`src/rtl/ost_pkg.sv`:
```
`timescale 1ns/1ps
package ost_pkg;

  typedef enum logic {
    MODE_ONESHOT = 1'b0,
    MODE_ASTABLE = 1'b1
  } mode_e;

  // A requested length of zero cycles is served as one cycle.
  function automatic int unsigned eff_len(input int unsigned n);
    return (n == 0) ? 1 : n;
  endfunction

endpackage

```
`src/rtl/ost_sync.sv`:
```
`timescale 1ns/1ps
// Two-flop synchronizer bank. With IS_EDGE the output is a one-cycle
// strobe on the active edge of each bit (falling where FALL_MASK is set),
// otherwise it is the synchronized level, inverted where FALL_MASK is set.
module ost_sync #(
  parameter int          W         = 1,
  parameter bit          IS_EDGE   = 1'b0,
  parameter logic [W-1:0] FALL_MASK = '0
) (
  input  logic         clk,
  input  logic         rst,
  input  logic [W-1:0] din,
  output logic [W-1:0] dout
);
  logic [W-1:0] s1, s2;

  always_ff @(posedge clk or posedge rst) begin
    if (rst) begin
      s1 <= '0;
      s2 <= '0;
    end else begin
      s1 <= din;
      s2 <= s1;
    end
  end

  generate
    if (IS_EDGE) begin : g_edge
      logic [W-1:0] s3;
      always_ff @(posedge clk or posedge rst) begin
        if (rst) s3 <= '0;
        else     s3 <= s2;
      end
      for (genvar i = 0; i < W; i++) begin : g_bit
        assign dout[i] = FALL_MASK[i] ? (s3[i] & ~s2[i]) : (s2[i] & ~s3[i]);
      end
    end else begin : g_level
      assign dout = s2 ^ FALL_MASK;
    end
  endgenerate
endmodule

```
`src/rtl/ost_down_counter.sv`:
```
`timescale 1ns/1ps
// Loadable down-counter that holds at zero. Priority: clear, load, count.
module ost_down_counter #(
  parameter int CW = 16
) (
  input  logic          clk,
  input  logic          rst,
  input  logic          clr,
  input  logic          load,
  input  logic [CW-1:0] load_val,
  input  logic          dec,
  output logic          zero
);
  logic [CW-1:0] cnt;

  always_ff @(posedge clk or posedge rst) begin
    if (rst)                     cnt <= '0;
    else if (clr)                cnt <= '0;
    else if (load)               cnt <= load_val;
    else if (dec && cnt != '0)   cnt <= cnt - 1'b1;
  end

  assign zero = (cnt == '0);
endmodule

```
`src/rtl/oneshot_astable_timer.sv`:
```
`timescale 1ns/1ps
module oneshot_astable_timer
  import ost_pkg::*;
#(
  parameter int          CNT_W     = 16,
  parameter int unsigned PULSE_LEN = 10,
  parameter int unsigned HALF_LEN  = 9
) (
  input  logic clk,
  input  logic rst,
  input  logic mode_sel,
  input  logic trig_rise,
  input  logic trig_fall,
  input  logic retrig,
  input  logic ast_en,
  output logic q_out,
  output logic qn_out
);
  localparam logic [CNT_W-1:0] PULSE_LD = CNT_W'(eff_len(PULSE_LEN) - 1);
  localparam logic [CNT_W-1:0] HALF_LD  = CNT_W'(eff_len(HALF_LEN) - 1);

  // Edge strobes: [0] rising trigger, [1] falling trigger, [2] retrigger.
  logic [2:0] strb;
  // Levels: [0] astable enable, [1] mode select.
  logic [1:0] lvl;

  ost_sync #(.W(3), .IS_EDGE(1'b1), .FALL_MASK(3'b010)) u_edge (
    .clk(clk), .rst(rst), .din({retrig, trig_fall, trig_rise}), .dout(strb)
  );
  ost_sync #(.W(2), .IS_EDGE(1'b0), .FALL_MASK(2'b00)) u_level (
    .clk(clk), .rst(rst), .din({mode_sel, ast_en}), .dout(lvl)
  );

  mode_e mode_q;
  logic  q_r, run_r, cnt_zero;

  // Named internal events, also observed by the checker.
  logic os_mode, mode_chg, aen_lvl;
  logic start_os, restart_os, os_expire;
  logic ast_start, ast_flip, ast_stop;

  assign aen_lvl    = lvl[0];
  assign os_mode    = (mode_q == MODE_ONESHOT);
  assign mode_chg   = (mode_e'(lvl[1]) != mode_q);

  assign start_os   = os_mode & ~mode_chg & ~q_r & (strb[0] | strb[1]);
  assign restart_os = os_mode & ~mode_chg &  q_r & strb[2];
  assign os_expire  = os_mode & ~mode_chg &  q_r & ~restart_os & cnt_zero;

  assign ast_stop   = ~os_mode & ~mode_chg & ~aen_lvl;
  assign ast_start  = ~os_mode & ~mode_chg &  aen_lvl & ~run_r;
  assign ast_flip   = ~os_mode & ~mode_chg &  aen_lvl &  run_r & cnt_zero;

  ost_down_counter #(.CW(CNT_W)) u_cnt (
    .clk      (clk),
    .rst      (rst),
    .clr      (mode_chg | ast_stop | os_expire),
    .load     (start_os | restart_os | ast_start | ast_flip),
    .load_val (os_mode ? PULSE_LD : HALF_LD),
    .dec      (1'b1),
    .zero     (cnt_zero)
  );

  always_ff @(posedge clk or posedge rst) begin
    if (rst) begin
      mode_q <= MODE_ONESHOT;
      q_r    <= 1'b0;
      run_r  <= 1'b0;
    end else begin
      mode_q <= mode_e'(lvl[1]);
      if (mode_chg) begin
        q_r   <= 1'b0;
        run_r <= 1'b0;
      end else if (os_mode) begin
        if (start_os)       q_r <= 1'b1;
        else if (os_expire) q_r <= 1'b0;
      end else begin
        if (ast_stop) begin
          q_r   <= 1'b0;
          run_r <= 1'b0;
        end else if (ast_start) begin
          q_r   <= 1'b1;
          run_r <= 1'b1;
        end else if (ast_flip) begin
          q_r   <= ~q_r;
        end
      end
    end
  end

  assign q_out  = q_r;
  assign qn_out = ~q_r;
endmodule

```
`config.mk`:
```
export PLATFORM = sky130hd
export DESIGN_NAME = oneshot_astable_timer
export DESIGN_NICKNAME = d
export VERILOG_FILES = /design/src/rtl/ost_pkg.sv /design/src/rtl/ost_sync.sv /design/src/rtl/ost_down_counter.sv /design/src/rtl/oneshot_astable_timer.sv
export SDC_FILE = /design/constraint.sdc
export NUM_CORES = 1
export LEC_CHECK = 0
export BUFFER_PORTS_ARGS = -buffer_cell sky130_fd_sc_hd__buf_2
export CELL_PAD_IN_SITES_DETAIL_PLACEMENT = 2
export CELL_PAD_IN_SITES_GLOBAL_PLACEMENT = 2
export CORE_MARGIN = 2
export CORE_UTILIZATION = 42
export DETAILED_ROUTE_END_ITERATION = 8
export GPL_TIMING_DRIVEN = 0
export PLACE_DENSITY = 0.82
export SETUP_SLACK_MARGIN = 0.4
export SYNTH_ARGS = -nofsm -noshare
export SYNTH_HDL_FRONTEND = slang
export SYNTH_HIERARCHICAL = 1
export SYNTH_SLANG_ARGS = --single-unit
```
`constraint.sdc`:
```
create_clock -name clk -period 6.8 [get_ports clk]
set_clock_uncertainty 0.1 [all_clocks]
set_input_delay 1.36 -clock clk [delete_from_list [all_inputs] [get_ports clk]]
set_output_delay 1.36 -clock clk [all_outputs]
set_load 0.01 [all_outputs]
```
==> results.md, run 1 <==
Run status:
- The flow ran to the end, and the final reports show no timing, DRC or antenna violations.

GRT:
- The via count of the first global-routing pass came to 1711.
- The number of antenna violations at the first check in global routing was 0.
- The largest net degree at the start of global routing is 17.
- Across every metal layer, demand over resource in global routing totals 0.2283.
- The first-pass GRT wire length is 8.721 mm.
- The total global routing overflow is 0.

Setup path:
- Among all stages on the critical path, the largest delay is contributed by nor4_1.
- For the worst setup path, the data arrival time is ~3.8 ns.
- The critical path is of the reg2reg type.
- In this run the worst path has a maximum fanout of 10.
- The endpoint kind of the worst setup timing path is a flip-flop.
- The critical path goes through inv_1, ha_1, or3b_2, nor4_1, nor2b_1, o21ai_0, clkbuf_1, clkbuf_1, nor4b_1, a21oi_1, o211ai_1.
- The kind of launch point of the worst setup path is a flip-flop.
- By instance count, the cell type seen most on the critical path is clkbuf_1.
- On the worst path, the slowest cell contributes a delay of 0.57 ns.
- STA puts the critical path data required time at 6.84 ns.

STA:
- For this run, the top clock speed supported by timing is approximately 270 MHz.
- Setup repair after global routing left no endpoint under its margin.
- Measured against its own limit, the worst slew margin works out to 0.5137.
- Of the available clock period, the critical path in the final layout requires 0.5507.
- In the final timing run, aggregate negative setup slack is 0 ns.
- The count of endpoints failing hold in the final timing report came to 0.
- The number of setup violations in the final report is 0.
- The number of pins exceeding their max-slew limit in the final report is 0.
- The worst path in the final design needs a cycle of about 3.7 ns, including I/O delays and setup.
- The transition time of the tightest slew-check pin is around 0.72 ns.

Floorplan:
- The x dimension of the die is 69.59 um.
- The placement row count is 23.
- The initial utilization of the core area, before any placement, comes to 0.4453.
- The I/O pin count is 9.
- The vertical die dimension is ~70 um.
- The total die area is just under 0.005 mm2.
- The area inside the core boundary is 0.004058 mm2.

Clock tree:
- TritonCTS built the clock tree.
- Clock tree synthesis selected as its root buffer the cell clkbuf_8.
- The post-CTS repair timing setup buffer count is 0.
- The number of H-tree branching levels is 2.
- No sink is reached through more buffers than the 2 on the longest clock path.
- Clock tree synthesis found a total of 32 sinks.
- The clock buffer count from CTS is 5.
- After clock tree synthesis, the clock-pin slew on the worst setup and hold paths is around 0.070 ns.
- Buffers inserted to repair hold after CTS numbered 0.
- The clock insertion delay at the later pin of the skew report is roughly 0.29 ns.
- The number of resized instances in the post-cts repair step is 0.

Placed design:
- The detailed placement HPWL is about 3.6 mm.
- After detailed placement, the total cell area comes to about 0.002 mm2.
- In this run the tool buffered the top-level ports with 8 buffer cells.
- At the end of routability-driven placement, the weighted congestion stood at ~0.79.

Detailed routing:
- The detailed-route wire length per cell is about 19 um.
- The length of the first detailed-routing pass in iterations is 4.
- The total via count in the routed design is ~1.6k.
- The remaining number of nets flagged by the antenna check after routing is 0.
- The sum of routed wire length over all layers is just over 5 mm.
- In the routed layout, each cell is associated on average with a via count of 5.872.
- In this run, the number of DRC markers left after iteration 0 of detailed routing was 70.
- The number of design rule violations left after detail routing is 0.

Cells and area:
- Summing all multi-input logic gate instances after layout gives ~950 um2.
- Of the cells placed in the final design, the portion with a size suffix greater than 1 is 0.1674.
- In the final layout, flip-flops and latches occupy about 800 um2.
- The finished cells cover around 0.0021 mm2.
- The library cell used most frequently in the layout, excluding fill and tap cells, is dfrtp_1.
- After filler insertion, the fill cell instance count of the layout stands at ~440.
- The net count of the finished layout is 224.
- Leaving out fill and tap cells, the most frequent cells in the layout are dfrtp_1, inv_1, conb_1, nor2_1, nand2_1.
- The final antenna diode count is 0.
- The post-synthesis to final-layout area growth is 15.17%.

Synth:
- The flop and latch count out of synthesis is 32.
- The number of warnings issued by yosys is 6.
- For this run, the register share of the synthesized area comes to 0.4432.
- The synthesized area per cell is between 9 and 10 um2.
- Counting every instance in the synthesized netlist gives about 180.
- The netlist area before placement is around 0.0018 mm2.
- The synthesized design spends more area on one cell type than any other, namely dfrtp_1.
- By area the synthesized netlist is led by dfrtp_1, inv_1, a311oi_1.
- Synthesis instantiated between 40 and 50 different standard cells from the library.
- The primary flip-flop cell chosen by synthesis mapping is dfrtp_1.
- The share of flip-flops with an asynchronous set or reset after synthesis is 1.000.
- The count of flip-flops with a built-in enable after synthesis is 0.
- The proportion of netlist area held by the largest area contributor is 0.4432.

Power:
- The leakage power figure is roughly 0.00090 uW.
- Internal power comes to approximately 420 uW.
- Of the total power, registers draw 0.377.
- The share of power burned in combinational logic is 0.336.
- In this run the power spent charging and discharging nets is between 200 and 250 uW.
- Of the total power, the share spent switching nets is 0.3624.
- Of the total power, the clock network draws 0.287.
- The worst supply voltage drop on vdd is about 0.20 mV.
- The power density over the cells is between 300 and 400 mW/mm2.

Min path:
- The worst min-delay path category is reg2reg.

Run:
- The tool flagged a number of max-cap violations equal to 0.
-- per-layer routing --
metal | routed length, um | vias up | GRT usage
li1 | - | 726 | -
met1 | 2362 | 799 | 0.3094
met2 | 2499 | 25 | 0.3707
met3 | 147 | 6 | 0.03924
met4 | 59 | 0 | 0.07407
met5 | 0 | - | 0
-- metrics by stage --
stage                     total power (uW)  instances  utilization  setup slack, ns  hold WS [ns]
after floorplan                      404.4        199            -            3.836        0.2312
after global placement               447.4        257       0.4844            3.177        0.2321
after detailed placement             463.6        257       0.4844            3.046        0.2379
after CTS                            658.4        265       0.5128            3.054        0.2580
after global routing                 696.4        265       0.5128            2.789        0.2767
final                                654.1        265       0.5128            3.055        0.2528
-- synth_stat cells (2+ instances only) --
master     count
a2111oi_2      3
a211oi_1       2
a21oi_1        5
a221o_1        2
a311oi_1       7
buf_6          2
clkbuf_1       6
conb_1         2
dfrtp_1       32
ha_1           3
inv_1         18
mux2i_1        2
nand2_1       11
nand2b_1       2
nand3_1        4
nand3b_1       2
nor2_1        14
nor2b_1        2
nor2b_4        3
nor3_1         8
nor4_1         7
nor4b_1        3
o211ai_1       3
o21ai_0        8
o31a_1         2
o31ai_1        2
or3_1          2
or3_2          2
or4_1          5
or4_4          2
-- power groups by stage --
stage / logic (uW) / clock network (uW) / registers [uW]
global placement: 202 / 0 / 245
finish: 219 / 188 / 247
CTS: 219 / 193 / 246
floorplan: 166 / 0 / 238
detailed placement: 215 / 0 / 249
global route: 244 / 201 / 251
-- logic make-up after synthesis --
logic type	count (synthesis)	synth area share
buf+inv	26	0.06232
other cells	2	0.004157
simple gates	77	0.2680
compound gates	42	0.1904
flops	32	0.4432
fa+ha+maj	3	0.02078
mux	2	0.01108
-- sequential cells by signal (all words and copies together) (netlist names) --
| name | count |
|---|---|
| u_edge/s1 | 3 |
| q_out | 1 |
| u_level/dout | 2 |
| u_level/s1 | 2 |
| u_edge/g_edge.s3 | 3 |
| mode_q | 1 |
| u_edge/s2 | 3 |
| u_cnt/cnt | 16 |
| run_r | 1 |
-- worst max-delay path, delay by kind of cell (launching register included) --
family / cells / cell delay, ns
and+or+nand+nor: 4 / 1.33
buffers and inverters: 3 / 0.99
AOI/OAI and AO/OA: 3 / 0.48
DFF: 1 / 0.40
adders and majority gates: 1 / 0.30
-- final cells by class --
cell class              instances  share of cell area
plain buffers                   8             0.02165
clock buffers                   5             0.03307
clock inverters                 3             0.02225
inverters                      18             0.03247
multi-input cells             141              0.4564
flip-flops and latches         32              0.3848
well taps                      50             0.03007
repair buffers                  8             0.01924
-- worst paths after layout --
kind,depth (start not counted),slack (ns),startpoint,to
worst max-delay path,11,3.06,u_cnt/cnt[0],u_cnt/cnt[14]
worst min-delay path,0,0.25,u_level/s1[1],u_level/dout[1]
worst max register to register,11,3.06,u_cnt/cnt[0],u_cnt/cnt[14]
worst min register to register,0,0.25,u_level/s1[1],u_level/dout[1]
max in group asynchronous,2,5.04,rst,u_cnt/cnt[15]
min in group asynchronous,2,0.88,rst,run_r
(Power assumes the default switching activity.)
==> run 2, diff against run 1 <==
--- a/config.mk
+++ b/config.mk
@@ -9,10 +9,10 @@
 export CELL_PAD_IN_SITES_DETAIL_PLACEMENT = 2
 export CELL_PAD_IN_SITES_GLOBAL_PLACEMENT = 2
 export CORE_MARGIN = 2
-export CORE_UTILIZATION = 42
+export CORE_UTILIZATION = 39
 export DETAILED_ROUTE_END_ITERATION = 8
 export GPL_TIMING_DRIVEN = 0
-export PLACE_DENSITY = 0.82
+export PLACE_DENSITY = 0.77
 export SETUP_SLACK_MARGIN = 0.4
 export SYNTH_ARGS = -nofsm -noshare
 export SYNTH_HDL_FRONTEND = slang
==> constraint.sdc (replaced) <==
create_clock -name clk -period 3.55 [get_ports clk]
set_clock_uncertainty 0.1 [all_clocks]
set_input_delay 0.71 -clock clk [delete_from_list [all_inputs] [get_ports clk]]
set_output_delay 0.71 -clock clk [all_outputs]
set_load 0.01 [all_outputs]
==> run 2 against run 1 <==
  * Worst setup slack got worse by 2.5 ns
  * Register-to-register slack got worse by 2.5 ns
  * Flip-flop and latch count did not move
  * Critical path depth did not move
  * Wire length rose by 2.9%
  * Sequential share of layout area fell by 0.90 points
  * Fmax rose by 27%
  * Global-route usage fell by 0.48 points
  * Die area rose by 7.3%
  * Non-clock buffer count rose by 1
  * Critical path type unchanged
==> results.md, run 2 (synthesis results as in run 1) <==
Run status:
- The flow ran to the end, and the final reports show no timing, DRC or antenna violations.

Setup path:
- The buffer and inverter count on the worst path is 4.
- The category of cells accounting for the largest share of critical-path delay is simple AND/OR/NAND/NOR gates.
- In this design, the stage delay of the slowest critical-path cell is 0.52 ns.
- For flop-to-flop paths, the worst setup slack is about 0.6 ns.
- At the worst endpoint, the arrival time is around 3.0 ns.
- The master of the slowest instance on the critical path is or3b_2.
- The number of cell instances on the worst register-to-register path is 11.
- The worst register-to-register path ends at u_cnt/cnt[14].
- The maximum net fanout on the critical path is 10.
- The signal on the critical path passes through inv_1, ha_2, or3b_2, nor4_4, nor2b_1, o21ai_0, clkbuf_4, clkinvlp_4, buf_2, nand3b_1, o211ai_1.
- The launching point of the worst reg2reg path is u_cnt/cnt[0].
- The critical setup path kind is reg2reg.
- The endpoint kind of the worst setup timing path is a flip-flop.
- The data required time of the worst path is 3.58 ns.
- The worst setup path is launched from a flip-flop.
- Tracing the worst setup path back leads to its startpoint at u_cnt/cnt[0].

Power:
- In this run the power density over the cells is 599.1 mW/mm2.
- The worst supply voltage drop on vdd is between 0.3 and 0.4 mV.
- The leakage power figure is about 0.00092 uW.
- The total power draw is approximately 1300 uW.

Floorplan:
- The vertical die dimension is ~70 um.
- The total die area is just over 0.005 mm2.
- The initial utilization of the core area, before any placement, comes to 0.4093.
- 9 I/O pins were placed.
- The x dimension of the die is roughly 72 um.
- The initialized floorplan defines 24 standard-cell rows.
- The area inside the core boundary is ~0.0044 mm2.

Clock tree:
- The longest clock path from root to sink contains 2 buffers.
- The TritonCTS clock tree is done.
- After clock tree synthesis, the clock-pin slew on the worst setup and hold paths is ~0.07 ns.
- The H-tree was split into 2 levels.
- The clock net in this run drives a total of 32 sinks.
- TritonCTS created 5 clock buffers.
- The root cell of the clock tree is clkbuf_8.
- In this run, post-CTS hold repair placed 0 buffers.
- The clock insertion delay at the later pin of the skew report is 0.29 ns.

Run:
- Across the run, the number of max-cap violations was 0.

Placed design:
- Detailed placement finished with a half-perimeter wire length of about 3.6 mm.
- The number of I/O port buffers is 8.
- The final weighted congestion in routability-driven placement is approximately 0.74.

Detailed routing:
- The detailed-route wire length per cell is about 19 um.
- The detailed router finished its first iteration with 48 violations.
- The length of the first detailed-routing pass in iterations is 4.
- After detailed routing, the number of remaining DRC violations is 0.
- The total via count in the routed design is 1518.
- The sum of routed wire length over all layers is 5.213 mm.
- The remaining number of nets flagged by the antenna check after routing is 0.
- Dividing the detail-routed via count by the number of cells gives 5.664.

STA:
- The transition time of the tightest slew-check pin is just over 0.8 ns.
- The worst slew margin relative to its limit is 0.4572.
- The number of setup violations in the final report is 0.
- The setup TNS after final layout is 0 ns.
- The final hold slack is around 0.23 ns.
- The number of pins exceeding their max-slew limit in the final report is 0.
- The time the worst path needs with I/O delays and setup is around 2.9 ns.
- Setup repair after global routing left no endpoint under its margin.
- Static timing analysis puts the maximum clock frequency at about 340 MHz.
- The period utilization is 0.8307.
- The count of endpoints failing hold in the final timing report is 0.

GRT:
- The number of antenna violations at the first check in global routing is 0.
- Summed over all layers, the global routing overflow is 0.
- Entering global routing, the biggest net connects 17 pins.
- For this run, the total global-route usage over all layers was measured as 0.2235.
- The first-pass GRT wire length is slightly below 9 mm.
- The via count of the first global-routing pass is roughly 1.7k.

Cells and area:
- Counting the fill cells in the layout gives 469.
- At the end of the flow the core is filled with cells to 0.4827.
- The final antenna diode count is 0.
- The count of nets after finishing is ~230.
- The most frequent standard cell in the layout excluding fill and tap cells is dfrtp_1.
- The multi-input combinational cells in the finished layout cover a total of slightly below 0.001 mm2.
- In the final layout, the share of cells above drive strength 1 is 0.2176.
- The register with the most flip-flops in the layout has 16 of them.
- Summing all flip-flop and latch instances after layout gives roughly 800 um2.
- In the layout the commonest cells are dfrtp_1, inv_1, conb_1, nor2_1, nand2_1.
- More flip-flops sit in one register than any other, and that register is u_cnt/cnt.
- Relative to the synthesized area, the layout overhead comes to 17.94%.

Min path:
- In this run the worst hold path is classified as in2async.
-- run 2: worst register-to-register path, stage by stage, from the launching register on --
cell and delay [ns]:
dfrtp_1 0.40, inv_1 0.11, ha_2 0.25, or3b_2 0.52, nor4_4 0.26, nor2b_1 0.10
o21ai_0 0.17, clkbuf_4 0.24, clkinvlp_4 0.18, buf_2 0.23, nand3b_1 0.13, o211ai_1 0.10
-- run 2: worst max-delay path by stage --
stage / to / slack, ns / cells after the start
6_report: u_cnt/cnt[14] / 0.60 / 11
5_1_grt: u_cnt/cnt[8] / 0.41 / 10
4_1_cts: u_cnt/cnt[14] / 0.42 / 11
3_5_place_dp: u_cnt/cnt[1] / -0.13 / 10
3_3_place_gp: u_cnt/cnt[1] / -0.09 / 10
2_1_floorplan: u_cnt/cnt[1] / 0.59 / 9
-- run 2: repair_timing --
item	in CTS	in global routing
resized for setup	6	13
setup buffers	0	1
setup endpoints to repair	16	12
pin swaps	0	0
-- run 2: layout make-up --
cell class	instances	area share
Clock buffer	5	0.03230
Inverter	18	0.03347
Buffer	8	0.02760
Sequential cell	32	0.3758
Tap cell	52	0.03053
Timing Repair Buffer	9	0.02231
Multi-Input combinational cell	141	0.4580
Clock inverter	3	0.01996
-- run 2: metrics by stage --
step / area [um2] / cells / setup slack, ns
4_1_cts: 2100 / 267 / 0.4228
2_1_floorplan: 1863 / 199 / 0.5862
6_report: 2131 / 268 / 0.6009
5_1_grt: 2131 / 268 / 0.4141
3_3_place_gp: 1968 / 259 / -0.09387
3_5_place_dp: 1968 / 259 / -0.1345
-- run 2: per-layer routing --
metal | global-route usage | part of all wire | up-vias
met2 | 0.3710 | 0.50 | 25
met3 | 0.04306 | 0.024 | 7
li1 | - | - | 729
met1 | 0.2995 | 0.46 | 757
met4 | 0.05870 | 0.012 | 0
met5 | 0 | 0 | -
-- run 2: power breakdown --
group / internal, uW / switching [uW] / total, uW
sequential: 411 / 60.4 / 471
combinational: 190 / 261 / 451
clock: 208 / 147 / 354
total: 808 / 469 / 1280
